**src/rtl/nhm_pkg.sv**
```systemverilog
package nhm_pkg;
  localparam int FLT_RUN  = 0;
  localparam int FLT_PAIR = 1;
  localparam int FLT_APT  = 2;
  localparam int FLT_COND = 3;
  localparam int N_FLT    = 4;
endpackage

```
**src/rtl/nhm_run_test.sv**
```systemverilog
module nhm_run_test #(
  parameter int RUN_LIMIT = 24
) (
  input  logic clk,
  input  logic rst_n,
  input  logic clr,
  input  logic vld,
  input  logic din,
  output logic fail
);
  localparam int CW = $clog2(RUN_LIMIT + 2);
  localparam logic [CW-1:0] CMAX = CW'(RUN_LIMIT + 1);

  logic          last_q;
  logic [CW-1:0] cnt_q, cnt_d;
  logic          same;

  assign same = (cnt_q != '0) && (din == last_q);

  always_comb begin
    cnt_d = cnt_q;
    if (vld) begin
      if (!same)              cnt_d = CW'(1);
      else if (cnt_q != CMAX) cnt_d = cnt_q + CW'(1);
    end
  end

  assign fail = vld && !clr && same && (cnt_q >= CW'(RUN_LIMIT));

  always_ff @(posedge clk or negedge rst_n) begin
    if (!rst_n) begin
      cnt_q  <= '0;
      last_q <= 1'b0;
    end else if (clr) begin
      cnt_q  <= '0;
      last_q <= 1'b0;
    end else if (vld) begin
      cnt_q  <= cnt_d;
      last_q <= din;
    end
  end

  assert_cnt_saturates_R11: assert property (@(posedge clk) disable iff (!rst_n)
    cnt_q <= CMAX);
  assert_idle_holds_R5: assert property (@(posedge clk) disable iff (!rst_n)
    (!vld && !clr) |=> $stable(cnt_q));
endmodule

```
**src/rtl/nhm_pair_test.sv**
```systemverilog
module nhm_pair_test #(
  parameter int PAIR_LIMIT = 32
) (
  input  logic clk,
  input  logic rst_n,
  input  logic clr,
  input  logic vld,
  input  logic din,
  output logic fail
);
  localparam int CW = $clog2(PAIR_LIMIT + 2);
  localparam logic [CW-1:0] CMAX = CW'(PAIR_LIMIT + 1);

  logic          half_q;
  logic          first_q;
  logic [1:0]    prev_q;
  logic [CW-1:0] cnt_q, cnt_d;
  logic [1:0]    pair;
  logic          alt, repeat_pair, pair_done;

  assign pair        = {first_q, din};
  assign alt         = first_q ^ din;
  assign pair_done   = vld && half_q;
  assign repeat_pair = (cnt_q != '0) && (pair == prev_q);

  always_comb begin
    cnt_d = cnt_q;
    if (pair_done) begin
      if (!alt)               cnt_d = '0;
      else if (!repeat_pair)  cnt_d = CW'(1);
      else if (cnt_q != CMAX) cnt_d = cnt_q + CW'(1);
    end
  end

  assign fail = pair_done && !clr && alt && repeat_pair &&
                (cnt_q >= CW'(PAIR_LIMIT));

  always_ff @(posedge clk or negedge rst_n) begin
    if (!rst_n) begin
      half_q  <= 1'b0;
      first_q <= 1'b0;
      prev_q  <= 2'b00;
      cnt_q   <= '0;
    end else if (clr) begin
      half_q  <= 1'b0;
      first_q <= 1'b0;
      prev_q  <= 2'b00;
      cnt_q   <= '0;
    end else if (vld) begin
      half_q <= !half_q;
      if (!half_q) first_q <= din;
      else         prev_q  <= pair;
      cnt_q <= cnt_d;
    end
  end

  assert_flat_pair_resets_R4: assert property (@(posedge clk) disable iff (!rst_n)
    (pair_done && !alt) |=> (cnt_q == '0));
  assert_pair_cnt_bounded_R11: assert property (@(posedge clk) disable iff (!rst_n)
    cnt_q <= CMAX);
  assert_half_toggles_R3: assert property (@(posedge clk) disable iff (!rst_n)
    (vld && !clr) |=> (half_q != $past(half_q)));
endmodule

```
**src/rtl/nhm_status.sv**
```systemverilog
module nhm_status
  import nhm_pkg::*;
(
  input  logic             clk,
  input  logic             rst_n,
  input  logic [N_FLT-1:0] faults,
  input  logic             err_clear,
  input  logic             irq_clear,
  output logic             now_q,
  output logic             irq_q
);
  logic any_fault;
  assign any_fault = |faults;

  always_ff @(posedge clk or negedge rst_n) begin
    if (!rst_n) begin
      now_q <= 1'b0;
      irq_q <= 1'b0;
    end else begin
      now_q <= (now_q && !err_clear) || any_fault;
      irq_q <= (irq_q && !irq_clear) || any_fault;
    end
  end

  assert_fault_sets_R10: assert property (@(posedge clk) disable iff (!rst_n)
    any_fault |=> (now_q && irq_q));
  assert_irq_sticky_R9: assert property (@(posedge clk) disable iff (!rst_n)
    (irq_q && !irq_clear) |=> irq_q);
  assert_now_holds_R8: assert property (@(posedge clk) disable iff (!rst_n)
    (now_q && !err_clear) |=> now_q);
  assert_clear_drops_R8: assert property (@(posedge clk) disable iff (!rst_n)
    (err_clear && !any_fault) |=> !now_q);
endmodule

```
**src/rtl/noise_health_monitor.sv**
```systemverilog
module noise_health_monitor
  import nhm_pkg::*;
#(
  parameter int RUN_LIMIT  = 24,
  parameter int PAIR_LIMIT = 32
) (
  input  logic clk,
  input  logic rst_n,
  input  logic bit_valid,
  input  logic bit_in,
  input  logic apt_fail,
  input  logic cond_fail,
  input  logic err_clear,
  input  logic irq_clear,
  output logic seed_err_now,
  output logic seed_err_irq
);
  logic [N_FLT-1:0] faults;

  nhm_run_test #(.RUN_LIMIT(RUN_LIMIT)) u_run (
    .clk(clk), .rst_n(rst_n), .clr(err_clear), .vld(bit_valid),
    .din(bit_in), .fail(faults[FLT_RUN])
  );

  nhm_pair_test #(.PAIR_LIMIT(PAIR_LIMIT)) u_pair (
    .clk(clk), .rst_n(rst_n), .clr(err_clear), .vld(bit_valid),
    .din(bit_in), .fail(faults[FLT_PAIR])
  );

  assign faults[FLT_APT]  = apt_fail;
  assign faults[FLT_COND] = cond_fail;

  nhm_status u_status (
    .clk(clk), .rst_n(rst_n), .faults(faults), .err_clear(err_clear),
    .irq_clear(irq_clear), .now_q(seed_err_now), .irq_q(seed_err_irq)
  );

  assert_ext_fault_R6: assert property (@(posedge clk) disable iff (!rst_n)
    (apt_fail || cond_fail) |=> seed_err_now);
endmodule

```
**config.mk**
```make
export PLATFORM = sky130hd
export DESIGN_NAME = noise_health_monitor
export DESIGN_NICKNAME = d
export VERILOG_FILES = /design/src/rtl/nhm_pkg.sv /design/src/rtl/nhm_run_test.sv /design/src/rtl/nhm_pair_test.sv /design/src/rtl/nhm_status.sv /design/src/rtl/noise_health_monitor.sv
export SDC_FILE = /design/constraint.sdc
export NUM_CORES = 1
export LEC_CHECK = 0
export BUFFER_PORTS_ARGS = -buffer_cell sky130_fd_sc_hd__buf_4
export CAP_MARGIN = 20
export CORE_MARGIN = 5
export CORE_UTILIZATION = 45
export CTS_CLUSTER_DIAMETER = 50
export DETAILED_ROUTE_END_ITERATION = 12
export RECOVER_POWER = 50
export REMOVE_ABC_BUFFERS = 1
export SLEW_MARGIN = 20
export SYNTH_ARGS = -nofsm -noshare
export SYNTH_HDL_FRONTEND = slang
export SYNTH_SLANG_ARGS = --single-unit
```
**constraint.sdc**
```tcl
create_clock -name clk -period 4.95 [get_ports clk]
set_clock_uncertainty 0.2 [all_clocks]
set_input_delay 0.495 -clock clk [delete_from_list [all_inputs] [get_ports clk]]
set_output_delay 0.495 -clock clk [all_outputs]
set_load 0.005 [all_outputs]
```
==> results.tsv, run 1 <==
stage	metric	value	unit
sta	fin crit period	1.98	ns
route	wirelength, routed	2170	µm
global_route	All-Layer GR Usage	0.135	
synthesis	Ys Warns	0	
route	vias per cell	5.57	
place	dpl cells	152	
sta	Fin. Hold Viols	0	
cts	CTS tree	built	
synthesis	Mapped Area	1110	µm²
synthesis	Gate Count Post-Synth	116	
power_and_ir_drop	P_int	215	µW
layout	antenna diode count	0	
route	routed vias	875	
power_and_ir_drop	Clk pwr share	0.317	
layout	Fillers	234	
place	PortBufs	9	
cts	H-tree Lvls	1	
layout	Area growth syn-to-layout	11.4	%
critical_path	Setup crit start kind	flip-flop	
global_route	first-pass GRT wire length	3680	µm
flow_run	MaxCap Viol Count	0	
global_route	vias in the first global route	848	
synthesis	Synth Register Bits	18	
floorplan	Core Box Area	2430	µm²
synthesis	Cell variety after synth	40	
sta	Setup TNS Final	0	ns
critical_path	Critical Path Sink Type	flip-flop	
cts	Sink Count	18	
synthesis	Mean Syn Cell Area	9.61	µm²
layout	layout cells sized above 1	0.150	
cts	Root Driver	clkbuf_4	
layout	Seq. cell area	450	µm²
power_and_ir_drop	Combinational Power Share	0.141	
place	Final Wtd Congestion	0.830	
sta	RSZ-0062 raised after global routing	no	
route	per-cell routed wire length	13.8	µm
sta	fin. max-slew vios	0	
power_and_ir_drop	Net Sw Frac	0.259	
place	Final HPWL DP	1610	µm
route	initial DRC count	16	
power_and_ir_drop	maximum VDD drop	0.162	mV
critical_path	number of cells on the worst reg-to-reg path	6	
global_route	initial antenna violation count	0	
power_and_ir_drop	Cell Pwr Density	233	nW/µm²
sta	Final Cycle Share	0.400	
sta	Max Clk Rate	505	MHz
floorplan	Die ar.	3570	µm²
floorplan	Boundary Pins	10	
worst_hold_path	Hold Crit Depth	2	
sta	worst-margin pin slew	1.00	ns
route	DRC violation count after routing	0	
critical_path	Crit path arrival time	2.00	ns
cts	Clock Latency Late Sink	0.29	ns
critical_path	WP data required	4.97	ns
synthesis	post-synth top area share	0.404	
critical_path	CP Class	reg2reg	
sta	worst relative slew slack	0.333	
route	post-route ant nets	0	
status	outcome	completed	
layout	post-route insts no fill	157	
sta	Final setup violation count	0	
floorplan	Die H	59.8	µm
cts	Clock Tree Buf Depth	2	
worst_hold_path	Hold Path Class	in2reg	
floorplan	initial core utilization	0.458	
power_and_ir_drop	switching power total	75.1	µW
critical_path	Critical Path Fanout Max	5	
global_route	Most Used Layer, Global Route	met2	
global_route	Overflow after GRT	0	
cts	post_cts resized	0	
floorplan	Die Width	59.8	µm
power_and_ir_drop	leakage power	0.000545	µW
layout	layout net count	142	
route	1st-pass router iterations	3	
synthesis	area leader, netlist	dfrtp_1	
global_route	largest net degree at the start of global routing	19	
synthesis	post-synthesis sequential area ratio	0.404	
global_route	met3 usage	0.0259	
synthesis	cells taking the most area after synthesis	dfrtp_1, ha_1, nand2_1	
power_and_ir_drop	Seq pwr share	0.542	
cts	Worst-path clk slew	0.11	ns
cts	Inserted Clock Buffers	3	
layout	area occupied by multi-input gates	614	µm²
floorplan	Row Count	18	
global_route	met1 GRT Util	0.171	
global_route	met2 usage	0.227	
power by group through the flow:
| stage | registers [µW] | logic (µW) | clock network [µW] |
|---|---|---|---|
| finish | 157 | 40.7 | 91.8 |
| detailed placement | 160 | 41.1 | 0 |
| global route | 158 | 46.3 | 103 |
| floorplan | 159 | 23.5 | 0 |
| CTS | 157 | 41.9 | 96.8 |
| global placement | 160 | 40.1 | 0 |
cells in the final DEF, fill, tap and decap left out, types with 4 or more instances in the layout:
cell type  Yosys  routed
nand3_1        5       5
a21oi_1        6       6
dfrtp_1       18      18
nor2_1         8       8
buf_4          1       8
o21ai_0        6       6
inv_1          8       8
nand2_1        9       9
o21ai_1        4       4
ha_1           6       6
logic make-up (layout without fill, tap and decap cells):
family                   after synthesis  in the layout  share of synthesized area
buffers and inverters                 11             22                     0.0449
XOR/XNOR                               5              5                     0.0460
multiplexers                           3              3                     0.0269
adder cells (fa/ha/maj)                6              6                     0.0673
AO/OA/AOI/OAI                         31             31                      0.192
flip-flops                            18             18                      0.404
AND/OR/NAND/NOR                       42             42                      0.219
layout make-up:
type	count	area share
Clock buffer	4	0.0292
Inverter	8	0.0242
Multi-Input combinational cell	87	0.494
Sequential cell	18	0.363
Tap cell	30	0.0302
Timing Repair Buffer	10	0.0594
per-layer routing:
metal  part of all wire  vias to the layer above  routed length [µm]
met1               0.50                      420                1090
met4             0.0055                        0                  12
li1                   -                      446                   -
met2               0.47                        7                1020
met3              0.022                        2                  48
met5                  0                        -                   0
critical path, stage by stage (launching register included):
cell	delay, ns
dfrtp_1	0.43
inv_1	0.11
ha_1	0.15
or4b_4	0.45
and3_4	0.20
and3_1	0.18
a211oi_2	0.18
synthesized netlist by cell type, drive strengths merged:
master,instances
dfrtp,18
o21ai,10
nand2,9
inv,8
nor2,8
a21oi,6
ha,6
nand3,5
and3,4
xnor2,4
a22oi,3
mux2i,3
nand2b,3
nor2b,3
a21o,2
buf,2
nand4b,2
nor4bb,2
o31ai,2
a211oi,1
a32o,1
a32oi,1
a41o,1
and3b,1
clkbuf,1
nand4,1
nor3,1
o21bai,1
o2bb2a,1
o311a,1
o41ai,1
or3,1
or4,1
or4b,1
xor2,1
timing repair:
item                      4_1_cts  5_1_grt
hold endpoints to repair       18        0
hold buffers                    1        0
setup buffers                   0        0
through the flow:
step	setup WS [ns]	hold WS, ns	area, µm²	power, µW	utilization
2_1_floorplan	3.09	-0.000591	1090	182	-
3_3_place_gp	3.05	0.184	1200	200	0.493
3_5_place_dp	3.00	0.187	1200	201	0.493
4_1_cts	2.97	0.134	1250	296	0.512
5_1_grt	2.87	0.144	1240	307	0.511
6_report	2.97	0.150	1240	290	0.511
flip-flops by register name (all words and copies together) (netlist names):
register	cells
u_pair.cnt_q	6
u_pair.first_q	1
u_pair.half_q	1
u_pair.prev_q	2
u_run.cnt_q	5
u_run.last_q	1
u_status.irq_q	1
u_status.now_q	1
worst paths after layout:
path	from	endpoint	slack, ns
worst max-delay path	u_run.cnt_q[0]$_DFFE_PN0P_	u_run.cnt_q[0]$_DFFE_PN0P_	2.97
worst min-delay path	irq_clear	u_status.irq_q$_DFF_PN0_	0.15
worst max register to register	u_run.cnt_q[0]$_DFFE_PN0P_	u_run.cnt_q[0]$_DFFE_PN0P_	2.97
worst min register to register	u_status.now_q$_DFF_PN0_	u_status.now_q$_DFF_PN0_	0.33
max in group asynchronous	rst_n	u_pair.half_q$_DFFE_PN0P_	3.27
min in group asynchronous	rst_n	u_pair.cnt_q[1]$_DFFE_PN0P_	0.67
(Power assumes the default switching activity.)
==> run 2: changes to the inputs <==
PLACE_DENSITY = 0.66   (was unset)
clock period = 1.82 ns   (was 4.95 ns; I/O delays follow)
==> run 2 against run 1 <==
Net effect: the flow now finishes with violations (setup timing); sequential power rose to 2.7 times the previous value; total power rose to 2.8 times the previous value; register-to-register slack worse by 3.0 ns; critical endpoint unchanged; global-route usage up 2.5 points; worst setup slack worse by 3.0 ns.
==> results.tsv, run 2 (synthesized netlist as in run 1, its figures left out) <==
stage	metric	value	unit	change
sta	Final Cycle Share	1.03		was 0.400
status	failing checks	setup timing		
layout	antenna diode count	0		unchanged
floorplan	Core Box Area	2430	µm²	unchanged
floorplan	initial core utilization	0.458		unchanged
flow_run	MaxCap Viol Count	0		unchanged
route	DRC violation count after routing	0		unchanged
sta	fin. max-slew vios	0		unchanged
cts	Root Driver	clkbuf_4		unchanged
power_and_ir_drop	leakage power	0.000616	µW	was 0.000545 µW
critical_path	setup slack, reg-to-reg	-0.05	ns	was 2.97 ns
cts	Sink Count	18		unchanged
layout	Area growth syn-to-layout	24.5	%	was 11.4%
critical_path	Setup crit start kind	flip-flop		unchanged
worst_hold_path	Hold Startpoint	apt_fail		was irq_clear
critical_path	Crit path arrival time	1.89	ns	was 2.00 ns
floorplan	Die H	59.8	µm	unchanged
worst_hold_path	Hold Path Class	in2reg		unchanged
layout	Final Instance Area	1390	µm²	was 1240 µm²
sta	Max Clk Rate	534	MHz	was 505 MHz
global_route	All-Layer GR Usage	0.160		was 0.135
worst_hold_path	Hold Path End	u_status.now_q$_DFF_PN0_		was u_status.irq_q$_DFF_PN0_
sta	Fin. Hold Viols	0		unchanged
cts	Inserted Clock Buffers	3		unchanged
layout	commonest non-fill, non-tap cell in the layout	buf_4		was dfrtp_1
place	Final Wtd Congestion	0.802		was 0.830
power_and_ir_drop	Total Power	812	µW	was 290 µW
route	1st-pass router iterations	4		was 3
route	initial DRC count	46		was 16
critical_path	most used cell, CP	and3_4		
sta	Final setup violation count	2		was 0
route	post-route ant nets	0		unchanged
layout	most frequent cells in the layout	buf_4, dfrtp_1, nand2_1		was dfrtp_1, nand2_1, inv_1, nor2_1, buf_4
route	per-cell routed wire length	14.4	µm	was 13.8 µm
sta	RSZ-0062 raised after global routing	yes		was no
layout	layout net count	157		was 142
critical_path	Crit-path slowest cell	or4b_4		unchanged
worst_hold_path	Hold Crit Depth	4		was 2
layout	biggest regs	u_pair.cnt_q (6), u_run.cnt_q (5), u_pair.prev_q (2)		unchanged
power_and_ir_drop	maximum VDD drop	0.425	mV	was 0.162 mV
route	routed vias	947		was 875
status	outcome	complete, but fails checks		was completed
cts	CTS tree	built		unchanged
power_and_ir_drop	Cell Pwr Density	586	nW/µm²	was 233 nW/µm²
critical_path	number of cells on the worst reg-to-reg path	6		unchanged
cts	H-tree Lvls	1		unchanged
critical_path	WP data required	1.83	ns	was 4.97 ns
critical_path	Cell Chain, Critical Path	inv_2 > ha_2 > or4b_4 > and3_4 > and3_4 > a211oi_2		was inv_1 > ha_1 > or4b_4 > and3_4 > and3_1 > a211oi_2
global_route	Overflow after GRT	0		unchanged
cts	Worst-path clk slew	0.10	ns	was 0.11 ns
layout	Biggest register	u_pair.cnt_q		unchanged
sta	worst-margin pin slew	1.02	ns	was 1.00 ns
critical_path	Critical Path Sink Type	flip-flop		unchanged
floorplan	Row Count	18		unchanged
layout	max FFs per register	6		unchanged
place	Final HPWL DP	1710	µm	was 1610 µm
global_route	first-pass GRT wire length	4370	µm	was 3680 µm
place	PortBufs	9		unchanged
sta	Setup TNS Final	-0.0685	ns	was 0 ns
place	Placement Cell Area	1260	µm²	was 1200 µm²
sta	worst relative slew slack	0.322		was 0.333
critical_path	Top Family by Delay on Critical Path	simple AND/OR/NAND/NOR gates		unchanged
floorplan	Die ar.	3570	µm²	unchanged
cts	Clock Latency Late Sink	0.30	ns	was 0.29 ns
global_route	initial antenna violation count	0		unchanged
critical_path	critical path buffer and inverter count	1		unchanged
sta	Worst Setup Slack, final	-0.0525	ns	was 2.97 ns
layout	layout cells sized above 1	0.268		was 0.150
critical_path	Worst path max stage delay	0.46	ns	was 0.45 ns
critical_path	CP Class	reg2reg		unchanged
floorplan	Boundary Pins	10		unchanged
critical_path	critical register-to-register path endpoint	u_run.cnt_q[0]$_DFFE_PN0P_		unchanged
critical_path	Critical Path Fanout Max	5		unchanged
sta	fin crit period	1.87	ns	was 1.98 ns
route	vias per cell	5.51		was 5.57
cts	Clock Tree Buf Depth	2		unchanged
route	wirelength, routed	2480	µm	was 2170 µm
critical_path	Critical R2R Launch	u_run.cnt_q[0]$_DFFE_PN0P_		unchanged
floorplan	Die Width	59.8	µm	unchanged
global_route	vias in the first global route	964		was 848
global_route	largest net degree at the start of global routing	19		unchanged
## run 2: cell types whose count changed in the layout (fill, tap and decap cells not counted), moves of 2 or more
cell           previous run  this run
o21ai_1                   4         6
buf_4                     8        20
a22oi_1                   3         1
a22oi_2                   0         2
inv_1                     8         6
dlygate4sd3_1             1         4
inv_2                     0         2
o21ai_0                   6         4
## run 2: layer usage
layer	track usage	part of all wire	up-vias
met5	0	0	-
met4	0.0475	0.0097	0
met3	0.0259	0.042	4
met2	0.261	0.49	22
met1	0.217	0.46	446
li1	-	-	475
## run 2: worst max path at each step
| stage | end | startpoint | slack (ns) | cells past startpoint |
|---|---|---|---|---|
| final | u_run.cnt_q[0]$_DFFE_PN0P_ | u_run.cnt_q[0]$_DFFE_PN0P_ | -0.05 | 6 |
| after global routing | u_run.cnt_q[0]$_DFFE_PN0P_ | u_run.cnt_q[1]$_DFFE_PN0P_ | -0.09 | 6 |
| after CTS | u_run.cnt_q[0]$_DFFE_PN0P_ | u_run.cnt_q[1]$_DFFE_PN0P_ | -0.03 | 6 |
| after detailed placement | u_run.cnt_q[0]$_DFFE_PN0P_ | u_run.cnt_q[1]$_DFFE_PN0P_ | -0.08 | 6 |
| after global placement | u_run.cnt_q[0]$_DFFE_PN0P_ | u_run.cnt_q[0]$_DFFE_PN0P_ | -0.01 | 6 |
| after floorplan | u_run.cnt_q[0]$_DFFE_PN0P_ | u_run.cnt_q[0]$_DFFE_PN0P_ | -0.04 | 6 |
## run 2: worst reg2reg max path: stages, from the launching register on
cell      delay [ns]
dfrtp_1         0.41
inv_2           0.07
ha_2            0.16
or4b_4          0.46
and3_4          0.21
and3_4          0.15
a211oi_2        0.13
## run 2: report_power, final
group          switching [µW]  internal, µW
combinational            70.0          65.4
sequential               14.6           412
clock                     128           122
## run 2: per-stage QoR
stage,hold WS [ns],setup WS [ns],std cells,util
floorplan,-0.314,-0.0411,113,-
global placement,-0.134,-0.0133,160,0.518
detailed placement,-0.131,-0.0773,160,0.518
CTS,0.0117,-0.0293,172,0.565
global route,0.0341,-0.0882,172,0.570
finish,0.0165,-0.0525,172,0.570
## run 2: area by class of cell
cell class	count	area [µm²]
sequential	18	450
timing repair buffer	25	194
tap	30	37.5
fill	236	1040
inverter	8	30.0
multi-input combinational	87	639
clock buffer	4	36.3
## run 2: repair_timing
item,4_1_cts,5_1_grt
setup endpoints to repair,2,6
gates resized for setup,4,5
pin swaps,4,3
hold buffers,4,0
setup buffers,4,0
hold endpoints to repair,30,0
==> run 3: changes to the inputs <==
BUFFER_PORTS_ARGS = unset   (was -buffer_cell sky130_fd_sc_hd__buf_4)
DONT_BUFFER_PORTS = 1   (was unset)
PLACE_DENSITY = unset   (was 0.66)
SKIP_LAST_GASP = 1   (was unset)
==> run 3 against run 2 <==
Net effect: the flow still finishes with violations (setup timing); clock-buffer cell count down 1; die area unchanged; critical path depth unchanged; highest routed layer unchanged.
==> results.tsv, run 3 (synthesized netlist as in run 1, its figures left out) <==
stage	metric	value	unit	change
cts	Clock Tree Buf Depth	2		unchanged
critical_path	number of cells on the worst reg-to-reg path	6		unchanged
worst_hold_path	Hold Startpoint	err_clear		was apt_fail
layout	antenna diode count	0		unchanged
critical_path	Critical Path Fanout Max	5		unchanged
critical_path	Top Family by Delay on Critical Path	simple AND/OR/NAND/NOR gates		unchanged
critical_path	WP data required	1.78	ns	was 1.83 ns
cts	Sink Count	18		unchanged
place	dpl cells	151		was 160
layout	commonest non-fill, non-tap cell in the layout	dfrtp_1		was buf_4
layout	Area growth syn-to-layout	19.2	%	was 24.5%
global_route	vias in the first global route	985		was 964
floorplan	Row Count	18		unchanged
place	Placement Cell Area	1190	µm²	was 1260 µm²
floorplan	initial core utilization	0.458		unchanged
power_and_ir_drop	leakage power	0.000581	µW	was 0.000616 µW
route	wirelength, routed	2690	µm	was 2480 µm
sta	Min Hold Slack	0.00767	ns	was 0.0165 ns
cts	H-tree Lvls	1		unchanged
floorplan	Die Width	59.8	µm	unchanged
layout	biggest regs	u_pair.cnt_q (6), u_run.cnt_q (5), u_pair.prev_q (2)		unchanged
route	routed vias	928		was 947
critical_path	Critical R2R Launch	u_run.cnt_q[0]$_DFFE_PN0P_		unchanged
place	Final HPWL DP	1840	µm	was 1710 µm
sta	fin crit period	1.83	ns	was 1.87 ns
critical_path	CP Class	reg2reg		unchanged
critical_path	critical register-to-register path endpoint	u_run.cnt_q[3]$_DFFE_PN0P_		was u_run.cnt_q[0]$_DFFE_PN0P_
critical_path	Crit-path slowest cell	or4b_4		unchanged
layout	layout cells sized above 1	0.188		was 0.268
flow_run	MaxCap Viol Count	0		unchanged
sta	Setup TNS Final	-0.0302	ns	was -0.0685 ns
critical_path	Crit path arrival time	1.79	ns	was 1.89 ns
place	Final Wtd Congestion	0.816		was 0.802
critical_path	Worst path depth	6		unchanged
cts	Clock Latency Late Sink	0.30	ns	about the same
global_route	All-Layer GR Usage	0.165		was 0.160
status	outcome	complete, but fails checks		unchanged
critical_path	critical path buffer and inverter count	1		unchanged
critical_path	setup slack, reg-to-reg	-0.01	ns	was -0.05 ns
global_route	first-pass GRT wire length	4360	µm	was 4370 µm
route	per-cell routed wire length	16.5	µm	was 14.4 µm
worst_hold_path	Hold Crit Depth	2		was 4
cts	Inserted Clock Buffers	3		unchanged
sta	worst relative slew slack	0.427		was 0.322
critical_path	Critical Path Sink Type	flip-flop		unchanged
sta	worst-margin pin slew	0.856	ns	was 1.02 ns
route	DRC violation count after routing	0		unchanged
sta	RSZ-0062 raised after global routing	yes		unchanged
place	PortBufs	0		was 9
layout	Util after Layout	0.546		was 0.570
floorplan	Core Box Area	2430	µm²	unchanged
critical_path	Worst path max stage delay	0.45	ns	was 0.46 ns
cts	Worst-path clk slew	0.11	ns	was 0.10 ns
sta	fin. max-slew vios	0		unchanged
worst_hold_path	Hold Path End	u_pair.cnt_q[5]$_DFFE_PN0P_		was u_status.now_q$_DFF_PN0_
layout	layout net count	149		was 157
sta	Final Cycle Share	1.01		was 1.03
sta	Worst Setup Slack, final	-0.0130	ns	was -0.0525 ns
floorplan	Boundary Pins	10		unchanged
cts	CTS tree	built		unchanged
cts	Root Driver	clkbuf_4		unchanged
route	1st-pass router iterations	4		unchanged
floorplan	Die H	59.8	µm	unchanged
layout	max FFs per register	6		unchanged
power_and_ir_drop	Cell Pwr Density	572	nW/µm²	was 586 nW/µm²
critical_path	Setup crit start kind	flip-flop		unchanged
worst_hold_path	Hold Path Class	in2reg		unchanged
layout	most frequent cells in the layout	dfrtp_1, nand2_1, buf_4		was buf_4, dfrtp_1, nand2_1
route	initial DRC count	17		was 46
sta	Fin. Hold Viols	0		unchanged
global_route	initial antenna violation count	0		unchanged
status	failing checks	setup timing		unchanged
layout	Final Instance Area	1330	µm²	was 1390 µm²
floorplan	Die ar.	3570	µm²	unchanged
power_and_ir_drop	maximum VDD drop	0.367	mV	was 0.425 mV
sta	Final setup violation count	3		was 2
layout	post-route insts no fill	163		was 172
route	vias per cell	5.69		was 5.51
sta	Max Clk Rate	546	MHz	was 534 MHz
global_route	Overflow after GRT	0		unchanged
critical_path	Cell Chain, Critical Path	inv_2 > ha_4 > or4b_4 > and3_4 > a22oi_1 > nor2_1		was inv_2 > ha_2 > or4b_4 > and3_4 > and3_4 > a211oi_2
route	post-route ant nets	0		unchanged
layout	Biggest register	u_pair.cnt_q		unchanged
global_route	largest net degree at the start of global routing	19		unchanged
[run 3: area by class of cell]
type	instances	area, µm²
timing repair buffer	17	144
sequential	18	450
multi-input combinational	87	644
tap	30	37.5
inverter	8	30.0
fill	221	1100
clock buffer	3	22.5
[run 3: report_power, final]
group	internal [µW]	total, µW	switching [µW]
clock	77.0	207	130
combinational	60.1	127	66.6
sequential	412	426	14.1
[run 3: per-layer routing]
metal,GRT usage,vias to the layer above,share of wire
met1,0.197,460,0.45
met2,0.292,11,0.52
met4,0.0601,0,0.0048
met5,0,-,0
li1,-,455,-
met3,0.0302,2,0.029
[run 3: repair_timing]
action	CTS	global route
hold buffers	7	0
setup buffers	2	0
endpoints found under the setup margin	1	9
gates resized for setup	3	5
hold endpoints to repair	33	0
pin swaps	3	3
[run 3: per-stage QoR]
step           power, µW  worst slack [ns]
6_report             760           -0.0130
5_1_grt              805           -0.0460
4_1_cts              760            0.0137
3_5_place_dp         524           -0.0699
3_3_place_gp         519           -0.0134
2_1_floorplan        496           -0.0411
[run 3: worst max-delay path by stage]
| stage | start | end | slack [ns] |
|---|---|---|---|
| after floorplan | u_run.cnt_q[0]$_DFFE_PN0P_ | u_run.cnt_q[0]$_DFFE_PN0P_ | -0.04 |
| after global placement | u_run.cnt_q[0]$_DFFE_PN0P_ | u_run.cnt_q[0]$_DFFE_PN0P_ | -0.01 |
| after detailed placement | u_run.cnt_q[0]$_DFFE_PN0P_ | u_run.cnt_q[0]$_DFFE_PN0P_ | -0.07 |
| after CTS | u_run.cnt_q[0]$_DFFE_PN0P_ | u_run.cnt_q[1]$_DFFE_PN0P_ | 0.01 |
| after global routing | u_run.cnt_q[0]$_DFFE_PN0P_ | u_run.cnt_q[0]$_DFFE_PN0P_ | -0.05 |
| final | u_run.cnt_q[0]$_DFFE_PN0P_ | u_run.cnt_q[3]$_DFFE_PN0P_ | -0.01 |
